$ cat src/rtl/evt_pkt_pkg.sv
package evt_pkt_pkg;
  typedef enum logic [2:0] {
    ST_IDLE, ST_ADDR, ST_CMD, ST_PTYPE, ST_PAY, ST_FILL, ST_CSUM, ST_EOP
  } tx_state_e;

  localparam int          WORD_BYTES = 4;
  localparam int          FILL_BYTES = WORD_BYTES - 1;
  localparam logic [7:0]  CMD_BASE   = 8'h92;
  localparam logic [7:0]  CMD_PADDED = CMD_BASE | 8'(FILL_BYTES << 5);
endpackage

$ cat src/rtl/evt_addr_trim.sv
module evt_addr_trim #(
  parameter int ADDR_BYTES = 4,
  localparam int AIW = (ADDR_BYTES > 1) ? $clog2(ADDR_BYTES) : 1
) (
  input  logic [8*ADDR_BYTES-1:0] addr,
  output logic [AIW-1:0]          first_idx
);
  // Byte index 0 is the most significant byte; the last byte is always sent.
  always_comb begin
    first_idx = AIW'(ADDR_BYTES - 1);
    for (int i = ADDR_BYTES - 2; i >= 0; i--) begin
      if (addr[8*(ADDR_BYTES-1-i) +: 8] != 8'h00) first_idx = AIW'(i);
    end
  end
endmodule

$ cat src/rtl/evt_csum_acc.sv
module evt_csum_acc (
  input  logic       clk,
  input  logic       rst_n,
  input  logic       clr,
  input  logic       add_en,
  input  logic [7:0] din,
  output logic [7:0] sum
);
  always_ff @(posedge clk or negedge rst_n) begin
    if (!rst_n)      sum <= 8'h00;
    else if (clr)    sum <= 8'h00;
    else if (add_en) sum <= sum + din;
  end
endmodule

$ cat src/rtl/evt_pkt_seq.sv
module evt_pkt_seq
  import evt_pkt_pkg::*;
#(
  parameter int ADDR_BYTES = 4,
  localparam int AW  = 8 * ADDR_BYTES,
  localparam int WW  = 8 * WORD_BYTES,
  localparam int AIW = (ADDR_BYTES > 1) ? $clog2(ADDR_BYTES) : 1,
  localparam int CW  = $clog2(WORD_BYTES)
) (
  input  logic           clk,
  input  logic           rst_n,
  input  logic           req_valid,
  output logic           req_ready,
  input  logic [AW-1:0]  req_addr,
  input  logic [7:0]     req_ptype,
  input  logic           fill_en,
  input  logic [AIW-1:0] first_idx,
  input  logic           wd_valid,
  output logic           wd_ready,
  input  logic [WW-1:0]  wd_data,
  input  logic           wd_last,
  output logic           ob_valid,
  input  logic           ob_ready,
  output logic [7:0]     ob_data,
  output logic           ob_eop,
  input  logic [7:0]     csum,
  output logic           csum_clr,
  output logic           csum_add
);
  tx_state_e      state;
  logic [AW-1:0]  addr_q;
  logic [7:0]     ptype_q;
  logic           fill_q;
  logic [AIW-1:0] aidx;
  logic [CW-1:0]  cnt;
  logic           beat;

  assign beat      = ob_valid && ob_ready;
  assign req_ready = (state == ST_IDLE);
  assign csum_clr  = req_valid && req_ready;
  assign csum_add  = beat && (state == ST_CMD || state == ST_PTYPE ||
                              state == ST_PAY || state == ST_FILL);

  always_comb begin
    ob_valid = 1'b0;
    ob_data  = 8'h00;
    ob_eop   = 1'b0;
    wd_ready = 1'b0;
    case (state)
      ST_ADDR: begin
        ob_valid = 1'b1;
        ob_data  = addr_q[8*(ADDR_BYTES-1-int'(aidx)) +: 8];
      end
      ST_CMD: begin
        ob_valid = 1'b1;
        ob_data  = fill_q ? CMD_PADDED : CMD_BASE;
      end
      ST_PTYPE: begin
        ob_valid = 1'b1;
        ob_data  = ptype_q;
      end
      ST_PAY: begin
        ob_valid = wd_valid;
        ob_data  = wd_data[8*(WORD_BYTES-1-int'(cnt)) +: 8];
        wd_ready = ob_ready && (cnt == CW'(WORD_BYTES - 1));
      end
      ST_FILL: ob_valid = 1'b1;
      ST_CSUM: begin
        ob_valid = 1'b1;
        ob_data  = csum;
      end
      ST_EOP: begin
        ob_valid = 1'b1;
        ob_eop   = 1'b1;
      end
      default: ;
    endcase
  end

  always_ff @(posedge clk or negedge rst_n) begin
    if (!rst_n) begin
      state   <= ST_IDLE;
      addr_q  <= '0;
      ptype_q <= 8'h00;
      fill_q  <= 1'b0;
      aidx    <= '0;
      cnt     <= '0;
    end else begin
      case (state)
        ST_IDLE: if (req_valid) begin
          addr_q  <= req_addr;
          ptype_q <= req_ptype;
          fill_q  <= fill_en;
          aidx    <= first_idx;
          state   <= ST_ADDR;
        end
        ST_ADDR: if (beat) begin
          if (aidx == AIW'(ADDR_BYTES - 1)) state <= ST_CMD;
          else aidx <= aidx + 1'b1;
        end
        ST_CMD:   if (beat) state <= ST_PTYPE;
        ST_PTYPE: if (beat) begin
          state <= ST_PAY;
          cnt   <= '0;
        end
        ST_PAY: if (beat) begin
          if (cnt == CW'(WORD_BYTES - 1)) begin
            cnt <= '0;
            if (wd_last) state <= fill_q ? ST_FILL : ST_CSUM;
          end else begin
            cnt <= cnt + 1'b1;
          end
        end
        ST_FILL: if (beat) begin
          if (cnt == CW'(FILL_BYTES - 1)) begin
            cnt   <= '0;
            state <= ST_CSUM;
          end else begin
            cnt <= cnt + 1'b1;
          end
        end
        ST_CSUM: if (beat) state <= ST_EOP;
        ST_EOP:  if (beat) state <= ST_IDLE;
        default: state <= ST_IDLE;
      endcase
    end
  end
endmodule

$ cat src/rtl/evt_pkt_tx.sv
module evt_pkt_tx (
  input  logic        clk,
  input  logic        rst_n,
  input  logic        req_valid,
  output logic        req_ready,
  input  logic [31:0] req_addr,
  input  logic [7:0]  req_ptype,
  input  logic        fill_en,
  input  logic        wd_valid,
  output logic        wd_ready,
  input  logic [31:0] wd_data,
  input  logic        wd_last,
  output logic        ob_valid,
  input  logic        ob_ready,
  output logic [7:0]  ob_data,
  output logic        ob_eop
);
  localparam int ADDR_BYTES = 4;
  localparam int AIW = $clog2(ADDR_BYTES);

  logic [AIW-1:0] first_idx;
  logic [7:0]     csum;
  logic           csum_clr;
  logic           csum_add;

  evt_addr_trim #(.ADDR_BYTES(ADDR_BYTES)) u_trim (
    .addr      (req_addr),
    .first_idx (first_idx)
  );

  evt_csum_acc u_csum (
    .clk    (clk),
    .rst_n  (rst_n),
    .clr    (csum_clr),
    .add_en (csum_add),
    .din    (ob_data),
    .sum    (csum)
  );

  evt_pkt_seq #(.ADDR_BYTES(ADDR_BYTES)) u_seq (
    .clk       (clk),
    .rst_n     (rst_n),
    .req_valid (req_valid),
    .req_ready (req_ready),
    .req_addr  (req_addr),
    .req_ptype (req_ptype),
    .fill_en   (fill_en),
    .first_idx (first_idx),
    .wd_valid  (wd_valid),
    .wd_ready  (wd_ready),
    .wd_data   (wd_data),
    .wd_last   (wd_last),
    .ob_valid  (ob_valid),
    .ob_ready  (ob_ready),
    .ob_data   (ob_data),
    .ob_eop    (ob_eop),
    .csum      (csum),
    .csum_clr  (csum_clr),
    .csum_add  (csum_add)
  );
endmodule

$ cat config.mk
export PLATFORM = sky130hd
export DESIGN_NAME = evt_pkt_tx
export DESIGN_NICKNAME = d
export VERILOG_FILES = /design/src/rtl/evt_pkt_pkg.sv /design/src/rtl/evt_addr_trim.sv /design/src/rtl/evt_csum_acc.sv /design/src/rtl/evt_pkt_seq.sv /design/src/rtl/evt_pkt_tx.sv
export SDC_FILE = /design/constraint.sdc
export NUM_CORES = 1
export LEC_CHECK = 0
export ABC_CLOCK_PERIOD_IN_PS = 4200
export BUFFER_PORTS_ARGS = -buffer_cell sky130_fd_sc_hd__buf_2
export CAP_MARGIN = 20
export CORE_MARGIN = 3
export CORE_UTILIZATION = 54
export CTS_BUF_LIST = sky130_fd_sc_hd__clkbuf_4 sky130_fd_sc_hd__clkbuf_8
export DETAILED_ROUTE_END_ITERATION = 12
export PLACE_DENSITY = 0.85
export SLEW_MARGIN = 20
export SYNTH_ARGS = -nofsm -noshare
export SYNTH_HDL_FRONTEND = slang
export SYNTH_SLANG_ARGS = --single-unit
$ cat constraint.sdc
create_clock -name clk -period 4.2 [get_ports clk]
set_clock_uncertainty 0.15 [all_clocks]
set_input_delay 0.42 -clock clk [delete_from_list [all_inputs] [get_ports clk]]
set_output_delay 0.42 -clock clk [all_outputs]
set_load 0.005 [all_outputs]
==> results of run 1 <==
==> critical path, delay by kind of cell (launching register included) <==
kind	cells	cell delay, ns
AOI/OAI and AO/OA	5	1.11
xor gates and xnor gates	1	0.14
adders and majority gates	1	0.32
buffers and inverters	1	0.19
DFF	1	0.75
muxes	1	0.13
and+or+nand+nor	2	0.64
==> layout make-up <==
| cell class | count | area, um2 |
|---|---|---|
| clock buffer | 5 | 68.8 |
| tap | 72 | 90.1 |
| fill | 451 | 1780 |
| inverter | 7 | 26.3 |
| timing repair buffer | 94 | 483 |
| multi-input combinational | 283 | 1800 |
| sequential | 56 | 1400 |
| clock inverter | 2 | 60.1 |
==> through the flow <==
| step | std cells | total power [mW] | hold slack, ns |
|---|---|---|---|
| after floorplan | 370 | 2.10 | -0.0256 |
| after global placement | 511 | 2.43 | 0.298 |
| after detailed placement | 511 | 2.51 | 0.308 |
| after CTS | 519 | 2.92 | 0.138 |
| after global routing | 519 | 3.18 | 0.159 |
| final | 519 | 2.93 | 0.143 |
==> report_power, final <==
group          leakage (nW)  internal, mW  switching (mW)
logic                  1.21         0.692           0.766
clock network        0.0642         0.235           0.175
registers             0.706         0.780           0.288
total                  1.98          1.71            1.23
==> cell families (layout without fill, tap and decap cells) <==
logic type	after synthesis	after routing	share of synthesized area, %
AND/OR/NAND/NOR	179	179	22.8
AO/OA/AOI/OAI	61	61	11.2
flip-flops	56	56	42.2
buffers and inverters	31	108	3.73
multiplexers	22	22	12.8
adder cells (fa/ha/maj)	13	13	5.13
XOR/XNOR	8	8	2.11
==> worst max path at each step <==
stage                                     from                        end  slack [ns]  depth (start not counted)
floorplan             u_seq.cnt[0]$_DFFE_PN0P_  u_csum.sum[6]$_DFFE_PN0P_        0.82                         11
global placement     u_seq.aidx[0]$_DFFE_PN0P_  u_csum.sum[6]$_DFFE_PN0P_        0.87                         10
detailed placement   u_seq.aidx[0]$_DFFE_PN0P_  u_csum.sum[6]$_DFFE_PN0P_        0.73                         10
CTS                  u_seq.aidx[0]$_DFFE_PN0P_  u_csum.sum[6]$_DFFE_PN0P_        0.70                         10
global route        u_seq.state[2]$_DFFE_PN0P_  u_csum.sum[7]$_DFFE_PN0P_        0.30                         11
finish              u_seq.state[2]$_DFFE_PN0P_  u_csum.sum[7]$_DFFE_PN0P_        0.64                         11
==> layout by cell type, fill, tap and decap left out, types with 3 or more instances in the layout <==
cell / count
a21oi_1: 19
a221oi_1: 8
a22oi_1: 3
buf_2: 90
buf_4: 3
clkbuf_8: 5
dfrtp_1: 56
ha_1: 12
inv_1: 7
mux2_2: 3
mux2i_1: 3
mux4_2: 16
nand2_1: 131
nand2b_1: 3
nand3_1: 11
nor2_1: 7
nor2b_1: 7
nor3_1: 5
nor4_1: 8
o21ai_0: 18
o22ai_1: 4
xnor2_1: 4
xor2_1: 4
==> flip-flops by register name, summed over array words and instances, names as in the netlist <==
signal	flops
u_seq.addr_q	32
u_csum.sum	8
u_seq.ptype_q	8
u_seq.state	3
u_seq.aidx	2
u_seq.cnt	2
u_seq.fill_q	1
==> per-layer routing <==
metal | share of wire (%) | wire, um | vias up
met1 | 41 | 3470 | 1458
met3 | 8.5 | 728 | 23
li1 | - | - | 1440
met4 | 2.2 | 184 | 0
met2 | 49 | 4160 | 150
met5 | 0 | 0 | -
==> reports/results.tsv, run 1 <==
metric	value	unit
status	completed	
hold_violations	0	
async_flop_share	100	%
rrSetupSlack	0.64	ns
initial_core_util	58.1	%
fmax	281	MHz
r2r_start	u_seq.state[2]$_DFFE_PN0P_	
grt_max_degree	49	
fin_util	68.7	%
gr-usage-all-layers	24.5	%
yosysSeqAreaShare	42.2	%
clockRootBuffer	clkbuf_8	
cap_viol_max_count	0	
row_count	27	
min_period	3.56	ns
ys_types	35	
rsz0062_at_grt	false	
syn_area	0.00332	mm2
die_w	84.4	um
io_buffers	90	
path_class	reg2reg	
final_layout_size_suffix_gt1_share	26.8	%
p_per_area	748	mW/mm2
vias_per_cell	5.92	
timing.final.ws_setup	0.642	ns
cts_setup_buffers	0	
ys_top_cells_by_count	nand2_1 (132), dfrtp_1 (56), a21oi_1 (19), clkbuf_1 (19), o21ai_0 (18)	
cts_buffers	5	
busiest_layer	met2	
syn_inst	370	
irDropWorstVdd	0.000385	V
post-place-ws	0.728	ns
yosysMostFrequentCell	nand2_1	
die-area	0.00712	mm2
drt-initial-drc-count	289	
period_share	84.7	%
n_antenna_cell	0	
cp_cell_sequence	inv_1 > nor2_1 > a221oi_1 > a21oi_1 > ha_1 > a211oi_1 > o21ai_0 > o211ai_1 > xnor2_1 > nand2b_1 > mux2i_1	
cp-end-kind	flip-flop	
yosys-top-cells-area	dfrtp_1 (42%), nand2_1 (15%), mux4_2 (11%)	
yosys_register_bits	56	
slew_headroom	39.3	%
fin_area	0.00393	mm2
yosysTopAreaCellShare	42.2	%
grt_pass1_wl	14200	um
gp_congestion	0.888	
antenna_found_initial	0	
rr_worst_depth	11	
clock_path_buffers	2	
firstDrtPassIters	5	
rr_endpoint	u_csum.sum[7]$_DFFE_PN0P_	
placedInstanceArea	0.00379	mm2
synth_warnings	0	
hp-start	req_addr[3]	
coreArea	0.00571	mm2
whs_endpoint	u_seq.addr_q[3]$_DFFE_PN0P_	
clk_latency	0.31	ns
met2_usage	41.4	%
drc	0	
setup_viol	0	
cp.required	4.24	ns
critPathMaxFanout	21	
avgSynthCellArea	8.97	um2
path_clk_slew	0.10	ns
route.antenna.remaining_nets	0	
drv_slew	0	
critPathArrivalTime	3.60	ns
synth_flop_cell	dfrtp_1	
hold_buffers	1	
grt_pass1_vias	3056	
dp_hpwl	6450	um
syn-num-nets	462	
holdCritPathClass	in2reg	
fin_nets	539	
fin_tns_setup	0	ns
die_h	84.4	um
ios	91	
area_growth	18.3	%
cts.sinks	56	
startpoint_type	flip-flop	
cts_tree	built	
wl_per_cell	16.5	um
synth_edf_count	0	
drt-total-wl	8550	um
slowest_delay	0.75	ns
ctsHtreeMaxLevel	2	
worstMarginPinSlew	0.907	ns
grtUsageMet3	3.93	%
synth_top_area_cell	dfrtp_1	
use_met1	32.7	%
leakage	1.98	nW
dr_total_vias	3071	
cp_slowest_cell	dfrtp_1	
grt.overflow.total	0	
cts_resized	0	
worstHoldPathCells	3	
No activity file was read; power rests on OpenSTA's default activity.
==> run 2, diff against run 1 <==
--- a/config.mk
+++ b/config.mk
@@ -5,7 +5,7 @@
 export SDC_FILE = /design/constraint.sdc
 export NUM_CORES = 1
 export LEC_CHECK = 0
-export ABC_CLOCK_PERIOD_IN_PS = 4200
+export ABC_CLOCK_PERIOD_IN_PS = 3300
 export BUFFER_PORTS_ARGS = -buffer_cell sky130_fd_sc_hd__buf_2
 export CAP_MARGIN = 20
 export CORE_MARGIN = 3
==> constraint.sdc (replaced) <==
create_clock -name clk -period 3.3 [get_ports clk]
set_clock_uncertainty 0.15 [all_clocks]
set_input_delay 0.33 -clock clk [delete_from_list [all_inputs] [get_ports clk]]
set_output_delay 0.33 -clock clk [all_outputs]
set_load 0.005 [all_outputs]
==> run 2 against run 1 <==
  * Combinational power is 43% higher
  * Global-route usage grew 1.5 points
  * Largest power group unchanged
  * Register-to-register slack worse by 0.49 ns
  * Largest cell class unchanged
  * Final area increased by 1.7%
==> reports/results.tsv, run 2 (same netlist as run 1, synthesis figures left out) <==
metric	value	unit	change
path_clk_slew	0.10	ns	about the same
p_per_area	938	mW/mm2	+25%
cts.sinks	56		unchanged
final_common_cell	nand2_1		
clkPwrFrac	10.5	%	-3.5 points
drv_slew	0		unchanged
ios	91		unchanged
antenna_found_initial	0		unchanged
initial_core_util	58.1	%	unchanged
grt_max_degree	32		-35%
path_class	reg2reg		
critPathMaxFanout	7		-67%
clock_path_buffers	2		unchanged
die_h	84.4	um	unchanged
n_antenna_cell	0		unchanged
area_growth	20.3	%	
startpoint_type	flip-flop		
p_seq_share	33.8	%	-2.6 points
cp.required	3.38	ns	-0.86 ns
cp_slowest_cell	dfrtp_1		
grt_pass1_vias	3118		+2.0%
largest_registers	u_seq.addr_q: 32 flops, u_csum.sum: 8 flops, u_seq.ptype_q: 8 flops		
irDropWorstVdd	0.000544	V	+41%
path_common_cell	o21ai_0		
clockRootBuffer	clkbuf_8		
status	completed		
die-area	0.00712	mm2	unchanged
slew_headroom	52.8	%	+14 points
regMostFlops	u_seq.addr_q		
wl_per_cell	16.7	um	+1.2%
cts_setup_buffers	0		unchanged
holdCritPathClass	in2reg		
drt-total-wl	8880	um	+3.9%
coreArea	0.00571	mm2	unchanged
cp_top_family	compound AO/OA/AOI/OAI gates		
cts_buffers	5		unchanged
clk_latency	0.31	ns	about the same
setup_viol	0		unchanged
rsz0062_at_grt	false		
drc	0		unchanged
io_buffers	90		unchanged
internal-power	2.12	mW	+25%
gp_congestion	0.872		-1.7%
fin_util	69.9	%	+1.2 points
switching_share	43.2	%	+1.4 points
largest_register_ffs	32		unchanged
layout_common_cells	nand2_1 (132), buf_2 (90), dfrtp_1 (54)		
fin_tns_setup	0	ns	unchanged
dr_total_vias	3094		+0.75%
period_share	95.4	%	+11 points
ctsHtreeMaxLevel	2		unchanged
cp-end-kind	flip-flop		
vias_per_cell	5.80		-1.9%
slowest_delay	0.60	ns	-0.15 ns
final_layout_size_suffix_gt1_share	29.7	%	+2.9 points
hold_violations	0		unchanged
fmax	318	MHz	+13%
gr-usage-all-layers	26.0	%	+1.5 points
cap_viol_max_count	0		unchanged
drt-initial-drc-count	250		-13%
crit_buf_inv	0		-1
leakage	2.03	nW	+2.1%
firstDrtPassIters	5		unchanged
cts_tree	built		
worstMarginPinSlew	0.707	ns	-0.199 ns
row_count	27		unchanged
dp_hpwl	6900	um	+7.0%
critPathArrivalTime	3.23	ns	-0.37 ns
power.switching	1.62	mW	+32%
pwr-share-comb	55.7	%	+6.0 points
fillers	469		+4.0%
grt.overflow.total	0		unchanged
die_w	84.4	um	unchanged
rrSetupSlack	0.15	ns	-0.49 ns
min_period	3.15	ns	-0.409 ns
route.antenna.remaining_nets	0		unchanged
grt_pass1_wl	14900	um	+5.0%
cp_cell_sequence	mux4_2 > a221oi_1 > a21oi_1 > ha_1 > fa_1 > a21o_1 > a21oi_2 > o21ai_0 > xnor2_1 > o21ai_0		
fin_nets	552		+2.4%
[run 2: cell types whose count changed in the layout (fill, tap and decap cells not counted), sizes merged]
| cell | previous run | this run |
|---|---|---|
| buf | 93 | 106 |
| clkinv | 0 | 1 |
| clkbuf | 5 | 6 |
| clkinvlp | 0 | 1 |
| bufinv | 2 | 0 |
[run 2: power groups by stage]
stage	Combinational, mW	Clock (mW)	Sequential (mW)
floorplan	1.54	0	1.13
global placement	1.97	0	1.25
detailed placement	2.04	0	1.26
CTS	2.06	0.399	1.25
global route	2.32	0.426	1.30
finish	2.09	0.392	1.27
[run 2: final cells by class]
type	count	area, um2	area share (%)
Multi-Input combinational cell	283	1800	45.1
Sequential cell	56	1400	35.2
Timing Repair Buffer	107	581	14.5
Tap cell	72	90.1	2.26
Clock buffer	6	76.3	1.91
Inverter	7	26.3	0.658
Clock inverter	2	16.3	0.407
[run 2: what timing repair did]
action / in CTS / in global routing
resized for setup: 0 / 4
hold endpoints to repair: 30 / 0
endpoints found under the setup margin: 0 / 2
hold buffers: 1 / 0
[run 2: routing by layer]
| layer | part of all wire, % | routed length, um | global-route usage (%) | vias to the layer above |
|---|---|---|---|---|
| met5 | 0 | 0 | 0 | - |
| met4 | 2.1 | 185 | 8.63 | 0 |
| met3 | 7.3 | 650 | 5.00 | 17 |
| met2 | 48 | 4310 | 43.3 | 133 |
| met1 | 42 | 3740 | 34.4 | 1481 |
| li1 | - | - | - | 1463 |
[run 2: path summary, 6_finish.rpt]
| kind | start | to | cells after the start |
|---|---|---|---|
| max in group asynchronous | rst_n | u_seq.addr_q[21]$_DFFE_PN0P_ | 3 |
| max | u_seq.cnt[1]$_DFFE_PN0P_ | u_csum.sum[6]$_DFFE_PN0P_ | 10 |
| min reg2reg | u_seq.addr_q[1]$_DFFE_PN0P_ | u_seq.addr_q[1]$_DFFE_PN0P_ | 2 |
| min in group asynchronous | rst_n | u_csum.sum[7]$_DFFE_PN0P_ | 2 |
| min | req_addr[7] | u_seq.addr_q[7]$_DFFE_PN0P_ | 3 |
| max reg2reg | u_seq.cnt[1]$_DFFE_PN0P_ | u_csum.sum[6]$_DFFE_PN0P_ | 10 |
[run 2: metrics by stage]
stage	setup WS, ns	area [um2]	total power [mW]	hold slack [ns]	cells
6_report	0.151	3990	3.74	0.0451	533
5_1_grt	0.0197	3990	4.05	0.0517	533
4_1_cts	0.0788	3980	3.71	0.0410	533
3_5_place_dp	0.145	3880	3.31	0.272	524
3_3_place_gp	0.220	3880	3.21	0.263	524
2_1_floorplan	0.145	3320	2.68	-0.116	370
[run 2: worst register-to-register path, stage by stage, from the launching register on]
cell,delay (ns)
dfrtp_1,0.60
mux4_2,0.38
a221oi_1,0.34
a21oi_1,0.11
ha_1,0.27
fa_1,0.43
a21o_1,0.21
a21oi_2,0.17
o21ai_0,0.14
xnor2_1,0.13
o21ai_0,0.14
==> run 3, diff against run 2 <==
--- a/config.mk
+++ b/config.mk
@@ -5,7 +5,7 @@
 export SDC_FILE = /design/constraint.sdc
 export NUM_CORES = 1
 export LEC_CHECK = 0
-export ABC_CLOCK_PERIOD_IN_PS = 3300
+export ABC_CLOCK_PERIOD_IN_PS = 3100
 export BUFFER_PORTS_ARGS = -buffer_cell sky130_fd_sc_hd__buf_2
 export CAP_MARGIN = 20
 export CORE_MARGIN = 3
==> constraint.sdc (replaced) <==
create_clock -name clk -period 3.1 [get_ports clk]
set_clock_uncertainty 0.15 [all_clocks]
set_input_delay 0.31 -clock clk [delete_from_list [all_inputs] [get_ports clk]]
set_output_delay 0.31 -clock clk [all_outputs]
set_load 0.005 [all_outputs]
==> run 3 against run 2 <==
  * Final area is 3.7% higher
  * Worst hold slack worse by 0.016 ns
  * Non-clock buffer count rose by 10
  * Clock-buffer cell count fell by 1
  * First-iteration DRC count decreased by 3.6%
  * Cell count grew 1.9%
  * Critical path depth up 2
==> reports/results.tsv, run 3 (same netlist as run 1, synthesis figures left out) <==
metric	value	unit	change
dp_hpwl	7040	um	+1.9%
grt_pass1_wl	15200	um	+2.1%
cp_slowest_cell	mux4_2		
cp-end-kind	flip-flop		
leakage	2.09	nW	+3.2%
path_common_cell	buf_4		
period_share	97.1	%	+1.7 points
io_buffers	90		unchanged
fillers	425		-9.4%
final_common_cell	nand2_1		
rrSetupSlack	0.09	ns	-0.06 ns
layout_common_cells	nand2_1 (132), buf_2 (90), dfrtp_1 (54)		
drt-total-wl	9220	um	+3.8%
clk_latency	0.31	ns	about the same
route.antenna.remaining_nets	0		unchanged
slowest_delay	0.50	ns	-0.10 ns
die-area	0.00712	mm2	unchanged
cts.sinks	56		unchanged
cp_cell_sequence	buf_4 > buf_4 > mux4_2 > a221oi_1 > a21oi_1 > ha_1 > nor4_1 > nor2_1 > o211ai_1 > xnor2_1 > nand2b_1 > mux2i_1		
wl_per_cell	17.0	um	+1.9%
holdCritPathClass	in2reg		
crit_path_start	u_seq.cnt[0]$_DFFE_PN0P_		
largest_registers	u_seq.addr_q: 32 flops, u_csum.sum: 8 flops, u_seq.ptype_q: 8 flops		
largest_register_ffs	32		unchanged
vias_per_cell	5.94		+2.3%
slew_headroom	48.5	%	-4.3 points
grt.overflow.total	0		unchanged
drv_slew	0		unchanged
initial_core_util	58.1	%	unchanged
irDropWorstVdd	0.000634	V	+17%
antenna_found_initial	0		unchanged
clock_path_buffers	2		unchanged
hp-start	req_addr[2]		
p_per_area	1040	mW/mm2	+11%
cts_buffers	5		unchanged
row_count	27		unchanged
regMostFlops	u_seq.addr_q		
cap_viol_max_count	0		unchanged
critPathMaxFanout	4		-3
coreArea	0.00571	mm2	unchanged
worstMarginPinSlew	0.771	ns	+0.0633 ns
ios	91		unchanged
setup_viol	0		unchanged
ctsHtreeMaxLevel	2		unchanged
rr_worst_depth	12		+2
worstHoldPathCells	3		unchanged
hold_violations	0		unchanged
fin_nets	562		+1.8%
final_cells	543		+1.9%
drt-initial-drc-count	241		-3.6%
place_inst	528		+0.76%
n_antenna_cell	0		unchanged
die_w	84.4	um	unchanged
cp.required	3.15	ns	-0.23 ns
gp_congestion	0.918		+5.2%
gr-usage-all-layers	26.3	%	+0.28 points
critPathArrivalTime	3.06	ns	-0.17 ns
fmax	332	MHz	+4.6%
status	completed		
die_h	84.4	um	unchanged
r2r_start	u_seq.cnt[0]$_DFFE_PN0P_		
grt_max_degree	42		+31%
min_period	3.01	ns	-0.138 ns
dr_total_vias	3226		+4.3%
cts_tree	built		
rr_endpoint	u_csum.sum[7]$_DFFE_PN0P_		
drc	0		unchanged
final_layout_size_suffix_gt1_share	34.0	%	+4.3 points
path_clk_slew	0.11	ns	about the same
fin_util	72.5	%	+2.6 points
grt_pass1_vias	3244		+4.0%
path_class	reg2reg		
area_growth	24.8	%	
startpoint_type	flip-flop		
clockRootBuffer	clkbuf_8		
firstDrtPassIters	5		unchanged
whs_endpoint	u_seq.addr_q[2]$_DFFE_PN0P_		
run 3: final cells by class:
type	instances	area (um2)	share of cell area, %
multi-input combinational	283	1870	45.1
sequential	56	1400	33.9
timing repair buffer	117	656	15.8
tap	72	90.1	2.18
clock buffer	5	68.8	1.66
clock inverter	3	27.5	0.665
inverter	7	26.3	0.635
run 3: layer usage:
metal	GRT usage (%)	routed length (um)	vias to the layer above
met5	0	0	-
met4	10.1	247	0
met3	5.20	770	29
met2	43.0	4400	184
met1	34.8	3800	1535
li1	-	-	1478
run 3: stage by stage:
stage	worst slack (ns)	cell area (um2)	setup TNS, ns	total power, mW	hold WS (ns)
2_1_floorplan	0.0190	3320	0	2.85	-0.136
3_3_place_gp	0.0418	3910	0	3.46	0.122
3_5_place_dp	-0.125	3910	-0.125	3.57	0.142
4_1_cts	0.0366	4040	0	4.04	0.0312
5_1_grt	-0.0370	4140	-0.0370	4.64	0.0349
6_report	0.0890	4140	0	4.32	0.0287
run 3: repair_timing:
item,in CTS,in global routing
setup buffers,2,4
gates resized for setup,3,16
endpoints found under the setup margin,1,3
pin swaps,0,7
gates cloned,0,0
endpoints found under the hold margin,18,0
hold buffers,1,0
run 3: report_power, final:
part           internal [mW]  total [mW]  switching, mW
Combinational           1.22        2.56           1.34
Clock                  0.167       0.423          0.257
Sequential              1.06        1.33          0.272
Total                   2.45        4.32           1.87
run 3: worst max path at each step:
stage	slack, ns	to	cells after the start
after floorplan	0.02	u_csum.sum[6]$_DFFE_PN0P_	11
after global placement	0.04	u_csum.sum[6]$_DFFE_PN0P_	10
after detailed placement	-0.13	u_csum.sum[6]$_DFFE_PN0P_	10
after CTS	0.04	u_csum.sum[6]$_DFFE_PN0P_	10
after global routing	-0.04	u_csum.sum[7]$_DFFE_PN0P_	12
final	0.09	u_csum.sum[7]$_DFFE_PN0P_	12
run 3: critical path, delay by kind of cell (launching register included):
| kind | cells | cell delay (ns) |
|---|---|---|
| AO/OA/AOI/OAI | 3 | 0.53 |
| XOR/XNOR | 1 | 0.15 |
| adder cells (fa/ha/maj) | 1 | 0.26 |
| buffers and inverters | 2 | 0.27 |
| flip-flops | 1 | 0.43 |
| multiplexers | 2 | 0.63 |
| AND/OR/NAND/NOR | 3 | 0.48 |
